File: config.mk
export PLATFORM = sky130hd
export DESIGN_NAME = gate_nonoverlap_ctrl
export DESIGN_NICKNAME = d
export VERILOG_FILES = /design/src/rtl/gnc_pkg.sv /design/src/rtl/gnc_sync.sv /design/src/rtl/gnc_timer.sv /design/src/rtl/gate_nonoverlap_ctrl.sv
export SDC_FILE = /design/constraint.sdc
export NUM_CORES = 1
export LEC_CHECK = 0
export BUFFER_PORTS_ARGS = -buffer_cell sky130_fd_sc_hd__buf_2
export CORE_MARGIN = 3
export CORE_UTILIZATION = 40
export CTS_CLUSTER_DIAMETER = 40
export CTS_CLUSTER_SIZE = 25
export DETAILED_ROUTE_END_ITERATION = 10
export SETUP_SLACK_MARGIN = 0.5
export SLEW_MARGIN = 15
export SYNTH_ARGS = -nofsm -noshare
export SYNTH_HDL_FRONTEND = slang
export SYNTH_SLANG_ARGS = --single-unit
File: constraint.sdc
create_clock -name clk -period 1.9 [get_ports clk]
set_input_delay 0.285 -clock clk [delete_from_list [all_inputs] [get_ports clk]]
set_output_delay 0.285 -clock clk [all_outputs]
set_load 0.05 [all_outputs]
File: src/rtl/gnc_pkg.sv
package gnc_pkg;
  timeunit 1ns;
  timeprecision 1ps;

  // Controller phases; only ST_BOT_ON and ST_TOP_ON drive a gate.
  typedef enum logic [2:0] {
    ST_OFF,
    ST_BOT_ON,
    ST_WAIT_BG_LOW,
    ST_TOP_DELAY,
    ST_TOP_ON,
    ST_WAIT_PH_LOW
  } gnc_state_e;

  function automatic int max3(input int a, input int b, input int c);
    int m;
    m = (a > b) ? a : b;
    return (m > c) ? m : c;
  endfunction
endpackage

File: src/rtl/gnc_sync.sv
module gnc_sync #(
  parameter int WIDTH  = 1,
  parameter int STAGES = 2
) (
  input  logic             clk,
  input  logic             rst_n,
  input  logic [WIDTH-1:0] d,
  output logic [WIDTH-1:0] q
);
  timeunit 1ns;
  timeprecision 1ps;

  logic [WIDTH-1:0] stg [STAGES];

  for (genvar s = 0; s < STAGES; s++) begin : g_stage
    if (s == 0) begin : g_first
      always_ff @(posedge clk or negedge rst_n) begin
        if (!rst_n) stg[0] <= '0;
        else        stg[0] <= d;
      end
    end else begin : g_next
      always_ff @(posedge clk or negedge rst_n) begin
        if (!rst_n) stg[s] <= '0;
        else        stg[s] <= stg[s-1];
      end
    end
  end

  assign q = stg[STAGES-1];
endmodule

File: src/rtl/gnc_timer.sv
module gnc_timer #(
  parameter int W = 5
) (
  input  logic         clk,
  input  logic         rst_n,
  input  logic         load,
  input  logic [W-1:0] load_val,
  output logic         done
);
  timeunit 1ns;
  timeprecision 1ps;

  logic [W-1:0] cnt;

  always_ff @(posedge clk or negedge rst_n) begin
    if (!rst_n)          cnt <= '0;
    else if (load)       cnt <= load_val;
    else if (cnt != '0)  cnt <= cnt - 1'b1;
  end

  assign done = (cnt == '0);
endmodule

File: src/rtl/gate_nonoverlap_ctrl.sv
module gate_nonoverlap_ctrl
  import gnc_pkg::*;
#(
  parameter int SYNC_STAGES = 2,
  parameter int TOP_MIN_ON  = 4,
  parameter int BOT_MIN_OFF = 14,
  parameter int BOT_TIMEOUT = 18,
  parameter int TOP_DELAY   = 2
) (
  input  logic clk,
  input  logic rst_n,
  input  logic pwm_in,
  input  logic enable,
  input  logic supply_ok,
  input  logic bgate_low,
  input  logic phase_low,
  output logic top_gate,
  output logic bot_gate
);
  timeunit 1ns;
  timeprecision 1ps;

  localparam int TMAX  = max3(TOP_MIN_ON, BOT_MIN_OFF, max3(BOT_TIMEOUT, TOP_DELAY, 1));
  localparam int CNT_W = $clog2(TMAX + 1);
  localparam logic [CNT_W-1:0] LD_TON = CNT_W'(TOP_MIN_ON - 1);
  localparam logic [CNT_W-1:0] LD_OFF = CNT_W'(BOT_MIN_OFF - 1);
  localparam logic [CNT_W-1:0] LD_TO  = CNT_W'(BOT_TIMEOUT - 1);
  localparam logic [CNT_W-1:0] LD_DLY = CNT_W'(TOP_DELAY - 1);

  // Synchronized copies of the asynchronous inputs.
  logic [2:0] sync_q;
  logic       pwm_s, bgl_s, phl_s;

  gnc_sync #(.WIDTH(3), .STAGES(SYNC_STAGES)) u_sync (
    .clk   (clk),
    .rst_n (rst_n),
    .d     ({pwm_in, bgate_low, phase_low}),
    .q     (sync_q)
  );
  assign {pwm_s, bgl_s, phl_s} = sync_q;

  gnc_state_e       state, nxt;
  logic             run;
  logic             off_ld, off_done;
  logic             step_ld, step_done;
  logic [CNT_W-1:0] step_val;

  // Bottom-gate minimum off-time, started whenever the bottom gate is released.
  gnc_timer #(.W(CNT_W)) u_off_tmr (
    .clk      (clk),
    .rst_n    (rst_n),
    .load     (off_ld),
    .load_val (LD_OFF),
    .done     (off_done)
  );

  // Shared timer: top delay, top minimum on-time, bottom-on timeout.
  gnc_timer #(.W(CNT_W)) u_step_tmr (
    .clk      (clk),
    .rst_n    (rst_n),
    .load     (step_ld),
    .load_val (step_val),
    .done     (step_done)
  );

  assign run = enable && supply_ok;

  always_comb begin
    nxt      = state;
    off_ld   = 1'b0;
    step_ld  = 1'b0;
    step_val = '0;
    if (!run) begin
      nxt = ST_OFF;
    end else begin
      unique case (state)
        ST_OFF: begin
          if (pwm_s) begin
            nxt    = ST_WAIT_BG_LOW;
            off_ld = 1'b1;
          end else begin
            nxt = ST_BOT_ON;
          end
        end
        ST_BOT_ON: begin
          if (pwm_s) begin
            nxt    = ST_WAIT_BG_LOW;
            off_ld = 1'b1;
          end
        end
        ST_WAIT_BG_LOW: begin
          if (!pwm_s) begin
            nxt      = ST_WAIT_PH_LOW;
            step_ld  = 1'b1;
            step_val = LD_TO;
          end else if (bgl_s) begin
            nxt      = ST_TOP_DELAY;
            step_ld  = 1'b1;
            step_val = LD_DLY;
          end
        end
        ST_TOP_DELAY: begin
          if (!pwm_s) begin
            nxt      = ST_WAIT_PH_LOW;
            step_ld  = 1'b1;
            step_val = LD_TO;
          end else if (step_done) begin
            nxt      = ST_TOP_ON;
            step_ld  = 1'b1;
            step_val = LD_TON;
          end
        end
        ST_TOP_ON: begin
          if (!pwm_s && step_done) begin
            nxt      = ST_WAIT_PH_LOW;
            step_ld  = 1'b1;
            step_val = LD_TO;
          end
        end
        ST_WAIT_PH_LOW: begin
          if (off_done && (phl_s || step_done)) nxt = ST_BOT_ON;
        end
        default: nxt = ST_OFF;
      endcase
    end
  end

  always_ff @(posedge clk or negedge rst_n) begin
    if (!rst_n) state <= ST_OFF;
    else        state <= nxt;
  end

  assign top_gate = (state == ST_TOP_ON);
  assign bot_gate = (state == ST_BOT_ON);

  // Pulse-length trackers used only by the assertions below.
  logic [CNT_W:0] on_len, off_len;
  localparam logic [CNT_W:0] SAT = {(CNT_W+1){1'b1}};

  always_ff @(posedge clk or negedge rst_n) begin
    if (!rst_n) begin
      on_len  <= '0;
      off_len <= '0;
    end else begin
      on_len  <= top_gate  ? ((on_len  == SAT) ? SAT : on_len  + 1'b1) : '0;
      off_len <= !bot_gate ? ((off_len == SAT) ? SAT : off_len + 1'b1) : '0;
    end
  end

  // gates never overlap
  p_no_overlap_r9: assert property (@(posedge clk) disable iff (!rst_n)
    !(top_gate && bot_gate));

  // enable low releases both gates at the next edge
  p_enable_off_r7: assert property (@(posedge clk) disable iff (!rst_n)
    !enable |=> (!top_gate && !bot_gate));

  // supply loss releases both gates at the next edge
  p_supply_off_r8: assert property (@(posedge clk) disable iff (!rst_n)
    !supply_ok |=> (!top_gate && !bot_gate));

  // top gate honours its minimum on-time unless shut down
  p_top_min_on_r4: assert property (@(posedge clk) disable iff (!rst_n)
    ($fell(top_gate) && $past(run)) |-> (on_len >= (CNT_W+1)'(TOP_MIN_ON)));

  // bottom gate honours its minimum off-time after a normal release
  p_bot_min_off_r5: assert property (@(posedge clk) disable iff (!rst_n)
    ($rose(bot_gate) && $past(state != ST_OFF)) |-> (off_len >= (CNT_W+1)'(BOT_MIN_OFF)));
endmodule

# Word-level counts from Yosys, hierarchy flattened
# Cells that the tools add are included.
# op_classes
n_addsub	2
muxes	31
n_eq_ne	10
reduce_logical	14
# ops
op	n
5-bit two-way mux	8
3-bit two-way mux	8
3-bit case mux with 6 select lines	1
5-bit case mux with 3 select lines	1
5-bit logical NOT	2
1-bit two-way mux	10
5-bit nonzero test	2
5-bit by 1-bit subtractor with 5-bit output (second input constant)	2
4-bit inequality test (second input constant)	2
3-bit by 2-bit == test with 1-bit output (second input constant)	2
3-bit == test (second input constant)	2
3-bit by 2-bit inequality test with 1-bit output (second input constant)	2
5-bit AND reduction	1
2-bit two-way mux	2
2-bit nonzero test	2
3-bit by 1-bit == test with 1-bit output (second input constant)	1
1-bit logical AND	3
3-bit logical NOT	1
3-bit inequality test (second input constant)	1
1-bit case mux with 3 select lines	1
2-bit OR reduction	1
1-bit logical NOT	1
1-bit logical OR	1
# word_totals
in_bits	7
register_bits	19
elab_cells	62
out_inout_bits	2

# Longest topological paths before layout
# Gate-level depths: netlist of run 1.
# logic_depth
depth_word	6
mapped_depth	7
mapped_depth_nobuf	7

# Modules after synthesis
# Synthesis of run 1 repeated with hierarchy kept, for this count alone.
# unflattened
hier_cells	117
area_unflattened_um2	1102.3
# modules_own_cells
mod	area_each_um2	cells_per_inst	n_inst	seq_area_each_um2
gnc_timer	279.0	27	2	125.1
gate_nonoverlap_ctrl	371.6	54	1	75.1
gnc_sync	172.7	9	1	150.1

# Least setup slack after synthesis of run 1
# Ideal clock, no wire load.
# synth_timing
path_type	register -> register
start	reg state[1]
end	reg u_step_tmr.cnt[1]
path_stages_with_launch	7
path_slack_ns	0.026
synth_period_minus_slack_ns	1.874
n_path_buf	1
required_time_ns	1.817
setup_time_ns	0.083
arrival_ns	1.792
cell_sequence	dfrtp_1 buf_4 nor3b_2 a22o_1 a31o_2 nand3_1 o21ai_0
# synth_via
elab_chain_len	4
word_cells_on_any_way	9
cone_classes	3 x eq/ne; 5 x mux; 1 x reduce/logical
# synth_rtl
element	line_no	text
start, declared	gate_nonoverlap_ctrl.sv:42	gnc_state_e state, nxt;
start signal, assigned	gate_nonoverlap_ctrl.sv:130	else state <= nxt;
3-bit == test *	--	
via top_gate	gate_nonoverlap_ctrl.sv:17	output logic top_gate,
5-bit case mux with 3 select lines / 1-bit case mux with 3 select lines (equally long branches)	gate_nonoverlap_ctrl.sv:76	unique case (state)
5-bit two-way mux / 1-bit two-way mux (equally long branches)	gate_nonoverlap_ctrl.sv:73	if (!run) begin
5-bit two-way mux / 2-bit nonzero test (equally long branches)	--	
end signal, assigned	gnc_timer.sv:17	else if (load) cnt <= load_val;
end signal, assigned	gnc_timer.sv:18	else if (cnt != '0) cnt <= cnt - 1'b1;
end, declared	gnc_timer.sv:13	logic [W-1:0] cnt;
# The timed path passes the listed nets; every way through them passes the cells marked *.
# A chain may end at the register's enable or synchronous reset.

# Worst setup path in the final report of run 1
# layout_timing
start	reg u_step_tmr.cnt[1]
end	reg u_step_tmr.cnt[1]
# layout_via
elab_chain_len	6
word_cells_on_any_way	16
cone_classes	1 x add/sub; 11 x mux; 4 x reduce/logical
# layout_rtl
element	line_no	text
5-bit logical NOT	gnc_timer.sv:21	assign done = (cnt == '0);
2-bit two-way mux (tied with other cells)	gate_nonoverlap_ctrl.sv:107	end else if (step_done) begin
5-bit two-way mux (tied with other cells)	gate_nonoverlap_ctrl.sv:103	if (!pwm_s) begin
5-bit case mux with 3 select lines / 1-bit case mux with 3 select lines (equally long branches)	gate_nonoverlap_ctrl.sv:76	
5-bit two-way mux / 1-bit two-way mux (equally long branches)	gate_nonoverlap_ctrl.sv:73	
5-bit two-way mux / 2-bit nonzero test (equally long branches)	--	
# Parallel ways exist; a longest one is shown, timed or not. The select of a mux whose other input is x is not followed.

==> impl_results.md, run 1 <==
- Status: completed
- Drt initial violations: 24
- Number of synthesized flops with an enable pin: 0
- Dominant cell type by area after synthesis: dfrtp_1
- Final core utilization: 63.7%
- Ant. Diodes: 0
- Logic pwr share: 51.1%
- Final setup TNS: 0 ns
- Wirelength, routed: 2330 µm
- Worst IR Drop VDD: 666 µV
- Worst path required time: 2.09 ns
- Ports: 9
- Chip Width: 56.2 µm
- Synthesis-stage register bit count: 19
- H-tree depth: 1
- Startpoint types: flip-flop
- Hold Vio Cnt, Final: 0
- RSZ-0062 raised after global routing: yes
- Final hold slack: 0.0845 ns
- Die area: 3160 µm²
- First-pass GRT wire length: 3750 µm
- Wire per inst: 14.0 µm
- Top cells by area, synth: dfrtp_1 47%, ha_1 5.0%, nand2_1 4.5%, xnor2_1 4.3%, nor2_1 4.1%
- Endpoint class of the critical path: flip-flop
- Sequential area share after synthesis: 47.1%
- Via density: 5.12
- Worst min path class: input pin to flip-flop
- Final Skew: 0.0141 ns
- Slew of the pin with the lowest slew margin: 0.413 ns
- Layout cells sized above 1: 46.4%
- Sw Ratio: 38.0%
- Port bufs: 8
- Switch Pwr: 687 µW
- CTS sink cnt: 19
- Syn_nets: 115
- Total Routing Usage GR: 15.1%
- Commonest non-fill, non-tap cell in the layout: buf_4
- Seq pwr share: 37.0%
- Post-synthesis cell type count: 33
- Fin nets: 150
- Syn Area/Cell: 9.71 µm²
- Worst-Skew Late Latency: 0.31 ns
- Placement Rows: 17
- Period minus WS final: 1.64 ns
- Asr flop ratio synth: 100%
- Largest net degree at the start of global routing: 20
- Final period util: 86.1%
- Post-route non-filler standard cell count: 166
- Worst-path clk slew: 0.10 ns
- Internal Pwr Total: 1120 µW
- Synth top area share: 47.1%
- Max_cap viols: 0
- Ys flop type: dfrtp_1
- P_leak: 0.000655 µW
- Commonest non-fill, non-tap cells in the layout: 22 x buf_4, 17 x dfrtp_1, 12 x nand2_1, 9 x nor2_1, 6 x buf_2
- Longest Clk Path Bufs: 2
- Post-synthesis cell count: 104
- Max Fanout on Critical Path: 6
- Die Ht: 56.2 µm
- Starting Density: 44.0%
- Vias in the first global route: 821
- Root Buffer: clkbuf_4
- Cells after DPL: 138
- GPL Wtd Cong: 0.767
- Gr ovfl total: 0
- Residual DRC: 0
- Mapped cell area: 1010 µm²
- CTS tree: yes
- Initial antenna violation count: 0
- Routed vias: 850
- TritonCTS Buffers: 3
- Max Fclk: 612 MHz
- DPL Wire Length: 1330 µm
- Final antenna-violating net count: 0
- Relative slew margins: 72.5%
- Core Region: 2300 µm²
- Final Power: 1810 µW
- Max Slew Vio Count: 0
- Worst EP arrival: 1.83 ns
- Final setup fails: 0
- Setup CP Type: flip-flop to flip-flop
- Synth Warn #: 0
- Pre-antenna DRT Iters: 4
- Clk pwr share: 11.9%
- R2R setup slack: 0.26 ns
- Power Density: 1230 nW/µm²
- Syn-to-layout area delta: 45.0%
final timing paths:
check,from,to,cells past startpoint
max,u_step_tmr.cnt[1],u_step_tmr.cnt[1],9
min,phase_low,u_sync.stg[3],1
max reg2reg,u_step_tmr.cnt[1],u_step_tmr.cnt[1],9
min reg2reg,u_sync.stg[3],u_sync.q[0],0
max in group asynchronous,rst_n,state[1],2
min in group asynchronous,rst_n,u_off_tmr.cnt[4],2
metrics by stage:
stage	worst slack (ns)	instance area (µm²)
after detailed placement	0.172	1090
after CTS	0.335	1350
after global placement	0.263	1090
after global routing	0.159	1460
after floorplan	0.284	1020
final	0.265	1460
cell usage after synthesis (2+ instances only):
cell and instances:
a21oi_1 5, and2_1 2, and3_1 2, buf_2 2
clkbuf_1 2, dfrtp_1 19, ha_1 4, inv_1 6
mux2i_1 2, nand2_1 12, nand2b_1 3, nand3_1 3
nor2_1 11, nor3_1 2, nor4_1 2, o21ai_0 5
xnor2_1 5, xor2_1 2
power groups by stage:
stage / clock [µW] / sequential (µW) / combinational, µW
detailed placement: 0 / 648 / 479
global placement: 0 / 644 / 458
finish: 215 / 668 / 923
floorplan: 0 / 622 / 387
global route: 247 / 683 / 1020
CTS: 224 / 652 / 692
logic make-up (layout without fill, tap and decap cells):
kind of cell / Yosys count / after routing / synth area share, %
DFF: 19 / 19 / 47.1
AOI/OAI and AO/OA: 18 / 18 / 11.6
adders and majority gates: 4 / 4 / 4.96
xor gates and xnor gates: 7 / 7 / 6.07
muxes: 2 / 2 / 1.98
buffers and inverters: 11 / 45 / 4.71
and+or+nand+nor: 43 / 43 / 23.5
what timing repair did:
action | CTS | global route
setup buffers | 16 | 7
gates resized for setup | 26 | 15
endpoints found under the hold margin | 19 | 0
setup endpoints to repair | 11 | 13
hold buffers | 1 | 0
pin swaps | 6 | 8
gates cloned | 0 | 0
final cells by class:
class,count,area [µm²]
repair buffers,35,280
multi-input cells,74,618
clock buffers,3,22.5
fillers,169,833
well taps,28,35.0
inverters,6,22.5
clock inverters,1,7.51
flip-flops and latches,19,478
state kept, by name (all words and copies together), names as in the netlist:
| signal | flops |
|---|---|
| u_sync.stg | 3 |
| state | 3 |
| u_sync.q | 3 |
| u_step_tmr.cnt | 5 |
| u_off_tmr.cnt | 5 |
per-layer routing:
layer	up-vias	GRT usage, %	part of all wire [%]	wire (µm)
li1	419	-	-	-
met1	415	21.6	49	1150
met2	14	22.0	46	1070
met3	2	5.10	4.0	94
met4	0	3.05	0.56	13
met5	-	0	0	0
critical path, stage by stage (launching register included):
cell and delay, ns:
dfrtp_1 0.41, inv_2 0.09, ha_4 0.13, nor4b_4 0.26, buf_4 0.17, buf_6 0.11
buf_4 0.11, nor2_1 0.04, a21oi_1 0.12, o21ai_1 0.07
Note: power is estimated with default switching activity, not from simulation.
==> run 2: changes to the inputs <==
REMOVE_ABC_BUFFERS = 1   (was not set)
SLEW_MARGIN = 20   (was 15)
==> impl_results.md, run 2 (same netlist as run 1, synthesis figures left out) <==
- Slew of the pin with the lowest slew margin: 0.427 ns (was 0.413 ns)
- Worst min path class: input pin to flip-flop (unchanged)
- CTS tree: yes (unchanged)
- Setup CP Type: flip-flop to primary output (was flip-flop to flip-flop)
- Chip Width: 56.2 µm (unchanged)
- Largest regs: u_off_tmr.cnt: 5 flops, u_step_tmr.cnt: 5 flops (unchanged)
- Die Ht: 56.2 µm (unchanged)
- Die area: 3160 µm² (unchanged)
- Finished Cell Area: 1390 µm² (was 1460 µm²)
- Worst setup margin: 0.293 ns (was 0.265 ns)
- Endpoint class of the critical path: primary output (was flip-flop)
- Slowest CP cell: dfrtp_2 (was dfrtp_1)
- Placement Rows: 17 (unchanged)
- Root Buffer: clkbuf_4 (unchanged)
- Syn-to-layout area delta: 37.7% (was 45.0%)
- Crit path from: state[1] (was u_step_tmr.cnt[1])
- Max Fclk: 622 MHz (was 612 MHz)
- Final setup fails: 0 (unchanged)
- Pre-antenna DRT Iters: 4 (unchanged)
- TritonCTS Buffers: 3 (unchanged)
- Gr ovfl total: 0 (unchanged)
- Wirelength, routed: 2360 µm (was 2330 µm)
- DPL Wire Length: 1300 µm (was 1330 µm)
- Core Region: 2300 µm² (unchanged)
- GPL Wtd Cong: 0.790 (was 0.767)
- R2R setup slack: 0.32 ns (was 0.26 ns)
- Worst-path clk slew: 0.12 ns (was 0.10 ns)
- DP Area: 1080 µm² (was 1090 µm²)
- Reg2Reg Capture Point: state[0] (was u_step_tmr.cnt[1])
- Final core utilization: 60.5% (was 63.7%)
- Total Routing Usage GR: 15.8% (was 15.1%)
- Period minus WS final: 1.61 ns (was 1.64 ns)
- CTS sink cnt: 19 (unchanged)
- Residual DRC: 0 (unchanged)
- Commonest non-fill, non-tap cells in the layout: 18 x buf_4, 17 x dfrtp_1, 12 x nand2_1, 10 x nor2_1, 7 x buf_2 (was 22 x buf_4, 17 x dfrtp_1, 12 x nand2_1, 9 x nor2_1, 6 x buf_2)
- Status: completed (unchanged)
- Longest Clk Path Bufs: 2 (unchanged)
- Max incr delay on CP: 0.48 ns (was 0.41 ns)
- Via density: 5.19 (was 5.12)
- Power Density: 1240 nW/µm² (was 1230 nW/µm²)
- Worst EP arrival: 1.32 ns (was 1.83 ns)
- Final antenna-violating net count: 0 (unchanged)
- Worst IR Drop VDD: 688 µV (was 666 µV)
- First-pass GRT wire length: 3980 µm (was 3750 µm)
- Relative slew margins: 71.5% (was 72.5%)
- Max Slew Vio Count: 0 (unchanged)
- Final setup TNS: 0 ns (unchanged)
- CP cell instances: nor2_1, and2_1, buf_6 (was inv_2, ha_4, nor4b_4, buf_4, buf_6, buf_4, nor2_1, a21oi_1, o21ai_1)
- Layout cells sized above 1: 42.5% (was 46.4%)
- Critical hold path startpoint: phase_low (unchanged)
- Routed vias: 840 (was 850)
- P_leak: 0.000619 µW (was 0.000655 µW)
- Max_cap viols: 0 (unchanged)
- Ports: 9 (unchanged)
- Post-route non-filler standard cell count: 162 (was 166)
- Initial antenna violation count: 0 (unchanged)
- Port bufs: 8 (unchanged)
- Worst Hold Endpoint: u_sync.stg[3] (unchanged)
- Commonest non-fill, non-tap cell in the layout: buf_4 (unchanged)
- Largest net degree at the start of global routing: 20 (unchanged)
- Worst-Skew Late Latency: 0.30 ns (was 0.31 ns)
- Startpoint types: flip-flop (unchanged)
- Hold Path Depth: 1 (unchanged)
- Vias in the first global route: 852 (was 821)
- Worst slack, placed: 0.265 ns (was 0.172 ns)
- Final Skew: 0.00603 ns (was 0.0141 ns)
- Starting Density: 44.0% (unchanged)
- Wire per inst: 14.6 µm (was 14.0 µm)
- Fin nets: 146 (was 150)
- Final period util: 84.6% (was 86.1%)
- Cells after DPL: 138 (unchanged)
- Ant. Diodes: 0 (unchanged)
- Max Fanout on Critical Path: 5 (was 6)
- Worst Reg-to-Reg Cells: 7 (was 9)
- Drt initial violations: 23 (was 24)
- H-tree depth: 1 (unchanged)
- Worst path required time: 1.62 ns (was 2.09 ns)
- RR Startpoint: u_off_tmr.cnt[1] (was u_step_tmr.cnt[1])
- Hold Vio Cnt, Final: 0 (unchanged)
- RSZ-0062 raised after global routing: yes (unchanged)
## run 2: how the worst max path moves through the flow
stage / slack (ns) / endpoint / cells after the start
2_1_floorplan: 0.03 / u_step_tmr.cnt[1] / 5
3_3_place_gp: 0.30 / u_step_tmr.cnt[1] / 5
3_5_place_dp: 0.26 / state[0] / 7
4_1_cts: 0.32 / state[0] / 7
5_1_grt: 0.21 / state[0] / 7
6_report: 0.29 / bot_gate / 3
## run 2: area by class of cell
type | count | area [µm²]
multi-input combinational | 74 | 588
tap | 28 | 35.0
clock buffer | 3 | 22.5
sequential | 19 | 478
clock inverter | 1 | 7.51
fill | 183 | 907
inverter | 6 | 22.5
timing repair buffer | 31 | 236
## run 2: power breakdown
group	internal, µW	switching (µW)	leakage [µW]
registers	522	140	0.000225
logic	470	379	0.000380
clock network	80.1	133	0.0000139
total	1070	652	0.000619
## run 2: per-stage QoR
stage               hold slack (ns)  total power, µW
CTS                          0.0767             1550
detailed placement            0.244             1110
global placement              0.247             1100
finish                       0.0789             1720
global route                 0.0550             1850
floorplan                   -0.0106              997
## run 2: critical path, delay by kind of cell (launching register included)
kind | cells | cell delay [ns]
simple gates | 2 | 0.38
flops | 1 | 0.48
buf+inv | 1 | 0.17
## run 2: repair_timing
| item | 4_1_cts | 5_1_grt |
|---|---|---|
| setup buffers | 15 | 3 |
| endpoints found under the setup margin | 13 | 14 |
| pin swaps | 5 | 6 |
| resized for setup | 26 | 9 |
| hold buffers | 1 | 0 |
| endpoints found under the hold margin | 19 | 0 |
| cloned | 1 | 0 |
## run 2: metal layers
| layer | track usage, % | vias up | share of wire (%) | wire length, µm |
|---|---|---|---|---|
| li1 | - | 412 | - | - |
| met1 | 20.1 | 395 | 46 | 1090 |
| met2 | 26.2 | 29 | 48 | 1130 |
| met3 | 3.48 | 4 | 4.7 | 112 |
| met4 | 5.42 | 0 | 1.3 | 31 |
| met5 | 0 | - | 0 | 0 |
==> run 3: changes to the inputs <==
clock period = 1.4 ns   (was 1.9 ns; I/O delays follow)
==> impl_results.md, run 3 (same netlist as run 1, synthesis figures left out) <==
- Global Route met2 Usage: 29.2% (was 26.2%)
- Setup CP Type: flip-flop to flip-flop (was flip-flop to primary output)
- Met1 Usage GRT: 20.3% (was 20.1%)
- CP cell instances: inv_2, ha_4, nor4b_4, a32o_1, nor3_1, a21oi_2, mux2i_1 (was nor2_1, and2_1, buf_6)
- Worst Setup EP: state[2] (was bot_gate)
- Period minus WS final: 1.60 ns
- Slowest CP cell: dfrtp_1 (was dfrtp_2)
- Status: finished, violations left (was completed)
- R2R setup slack: -0.20 ns (was 0.32 ns)
- Worst slack, placed: -0.174 ns (was 0.265 ns)
- Die area: 3160 µm² (unchanged)
- Fin nets: 164 (was 146)
- Reg2Reg Capture Point: state[2] (was state[0])
- P_leak: 0.000716 µW (was 0.000619 µW)
- Vias in the first global route: 909 (was 852)
- Max Fclk: 625 MHz
- Final period util: 114%
- RR Startpoint: u_off_tmr.cnt[1] (unchanged)
- Wire per inst: 14.3 µm (was 14.6 µm)
- Max_cap viols: 0 (unchanged)
- Slew of the pin with the lowest slew margin: 0.438 ns (was 0.427 ns)
- Crit path from: u_off_tmr.cnt[1] (was state[1])
- Layout cells sized above 1: 50.0% (was 42.5%)
- Largest regs: u_off_tmr.cnt: 5 flops, u_step_tmr.cnt: 5 flops (unchanged)
- Power Density: 1510 nW/µm² (was 1240 nW/µm²)
- Ports: 9 (unchanged)
- Final setup fails: 12 (was 0)
- Wirelength, routed: 2580 µm (was 2360 µm)
- FILL cells: 169 (was 183)
- Total Routing Usage GR: 16.9% (was 15.8%)
- Routed vias: 909 (was 840)
- Max Fanout on Critical Path: 2 (was 5)
- Pre-antenna DRT Iters: 4 (unchanged)
- Final antenna-violating net count: 0 (unchanged)
- Residual DRC: 0 (unchanged)
- DPL Wire Length: 1570 µm (was 1300 µm)
- Max Slew Vio Count: 0 (unchanged)
- Busiest grt layer: met2 (unchanged)
- Worst-Skew Late Latency: 0.31 ns (was 0.30 ns)
- TritonCTS Buffers: 3 (unchanged)
- Endpoint class of the critical path: flip-flop (was primary output)
- Worst path required time: 1.64 ns (was 1.62 ns)
- DP Area: 1230 µm² (was 1080 µm²)
- Longest Clk Path Bufs: 2 (unchanged)
- Largest net degree at the start of global routing: 20 (unchanged)
- Ant. Diodes: 0 (unchanged)
- Worst EP arrival: 1.84 ns (was 1.32 ns)
- Drt initial violations: 36 (was 23)
- Worst Reg-to-Reg Cells: 7 (unchanged)
- Syn-to-layout area delta: 58.6% (was 37.7%)
- Core Region: 2300 µm² (unchanged)
- Worst setup margin: -0.199 ns (was 0.293 ns)
- Relative slew margins: 70.8% (was 71.5%)
- First-pass GRT wire length: 4170 µm (was 3980 µm)
- Met3 GRT Util: 4.41% (was 3.48%)
- Initial antenna violation count: 0 (unchanged)
- Placement Rows: 17 (unchanged)
- Max incr delay on CP: 0.42 ns (was 0.48 ns)
- CTS tree: yes (unchanged)
- Root Buffer: clkbuf_4 (unchanged)
- Commonest non-fill, non-tap cells in the layout: 28 x buf_4, 19 x dfrtp_1, 12 x nand2_1, 9 x nor2_1, 9 x buf_6 (was 18 x buf_4, 17 x dfrtp_1, 12 x nand2_1, 10 x nor2_1, 7 x buf_2)
- RSZ-0062 raised after global routing: yes (unchanged)
- Via density: 5.05 (was 5.19)
- Violations in the final reports: negative setup slack
- H-tree depth: 1 (unchanged)
- GPL Wtd Cong: 0.819 (was 0.790)
- Worst min path class: input pin to flip-flop (unchanged)
- Finished Cell Area: 1600 µm² (was 1390 µm²)
- Worst IR Drop VDD: 966 µV (was 688 µV)
- CTS sink cnt: 19 (unchanged)
- Chip Width: 56.2 µm (unchanged)
- Hold Vio Cnt, Final: 0 (unchanged)
- Startpoint types: flip-flop (unchanged)
- Worst-path clk slew: 0.12 ns (about the same)
- Commonest non-fill, non-tap cell in the layout: buf_4 (unchanged)
- Die Ht: 56.2 µm (unchanged)
- Final Power: 2410 µW (was 1720 µW)
- Final Skew: 0.00733 ns (was 0.00603 ns)
- Final hold slack: 0.293 ns (was 0.0789 ns)
- Gr ovfl total: 0 (unchanged)
- Port bufs: 8 (unchanged)
- Starting Density: 44.0% (unchanged)
-- run 3: per-layer routing --
metal	share of wire (%)	wire length, µm
met4	1.8	47
met2	51	1310
met5	0	0
met1	44	1140
met3	3.2	82
-- run 3: power by group --
group	internal (µW)	leakage [µW]	total (µW)	switching (µW)
logic	708	0.000474	1250	542
clock network	109	0.0000139	292	183
registers	711	0.000228	871	159
total	1530	0.000716	2410	884
-- run 3: per-stage QoR --
step / cells / util [%] / setup TNS [ns]
after floorplan: 99 / - / -2.65
after global placement: 158 / 53.6 / -1.05
after detailed placement: 158 / 53.6 / -1.14
after CTS: 173 / 64.4 / -0.859
after global routing: 180 / 69.7 / -2.10
final: 180 / 69.7 / -1.07
-- run 3: worst min path at each step --
stage	slack [ns]	endpoint	start	cells past startpoint
after floorplan	-0.09	state[0]	rst_n	0
after global placement	0.17	state[2]	rst_n	1
after detailed placement	0.18	state[2]	rst_n	1
after CTS	0.25	u_step_tmr.cnt[4]	supply_ok	3
after global routing	0.27	u_step_tmr.cnt[4]	supply_ok	3
final	0.29	u_step_tmr.cnt[4]	supply_ok	3
-- run 3: repair_timing --
action / CTS / global route
resized for setup: 34 / 18
pin swaps: 10 / 11
hold endpoints to repair: 22 / 0
cloned: 1 / 0
hold buffers: 4 / 0
buffers inserted: 6 / 7
endpoints found under the setup margin: 15 / 15
-- run 3: critical path, delay by kind of cell (launching register included) --
kind / cells / cell delay (ns)
AO/OA/AOI/OAI: 2 / 0.40
adder cells (fa/ha/maj): 1 / 0.13
buffers and inverters: 1 / 0.10
flip-flops: 1 / 0.42
multiplexers: 1 / 0.21
AND/OR/NAND/NOR: 2 / 0.28
-- run 3: area by class of cell --
type	count	area, µm²	area share, %
multi-input cells	74	627	39.1
flip-flops and latches	19	475	29.7
repair buffers	49	412	25.7
well taps	28	35.0	2.19
clock buffers	3	22.5	1.41
inverters	6	22.5	1.41
clock inverters	1	7.51	0.469
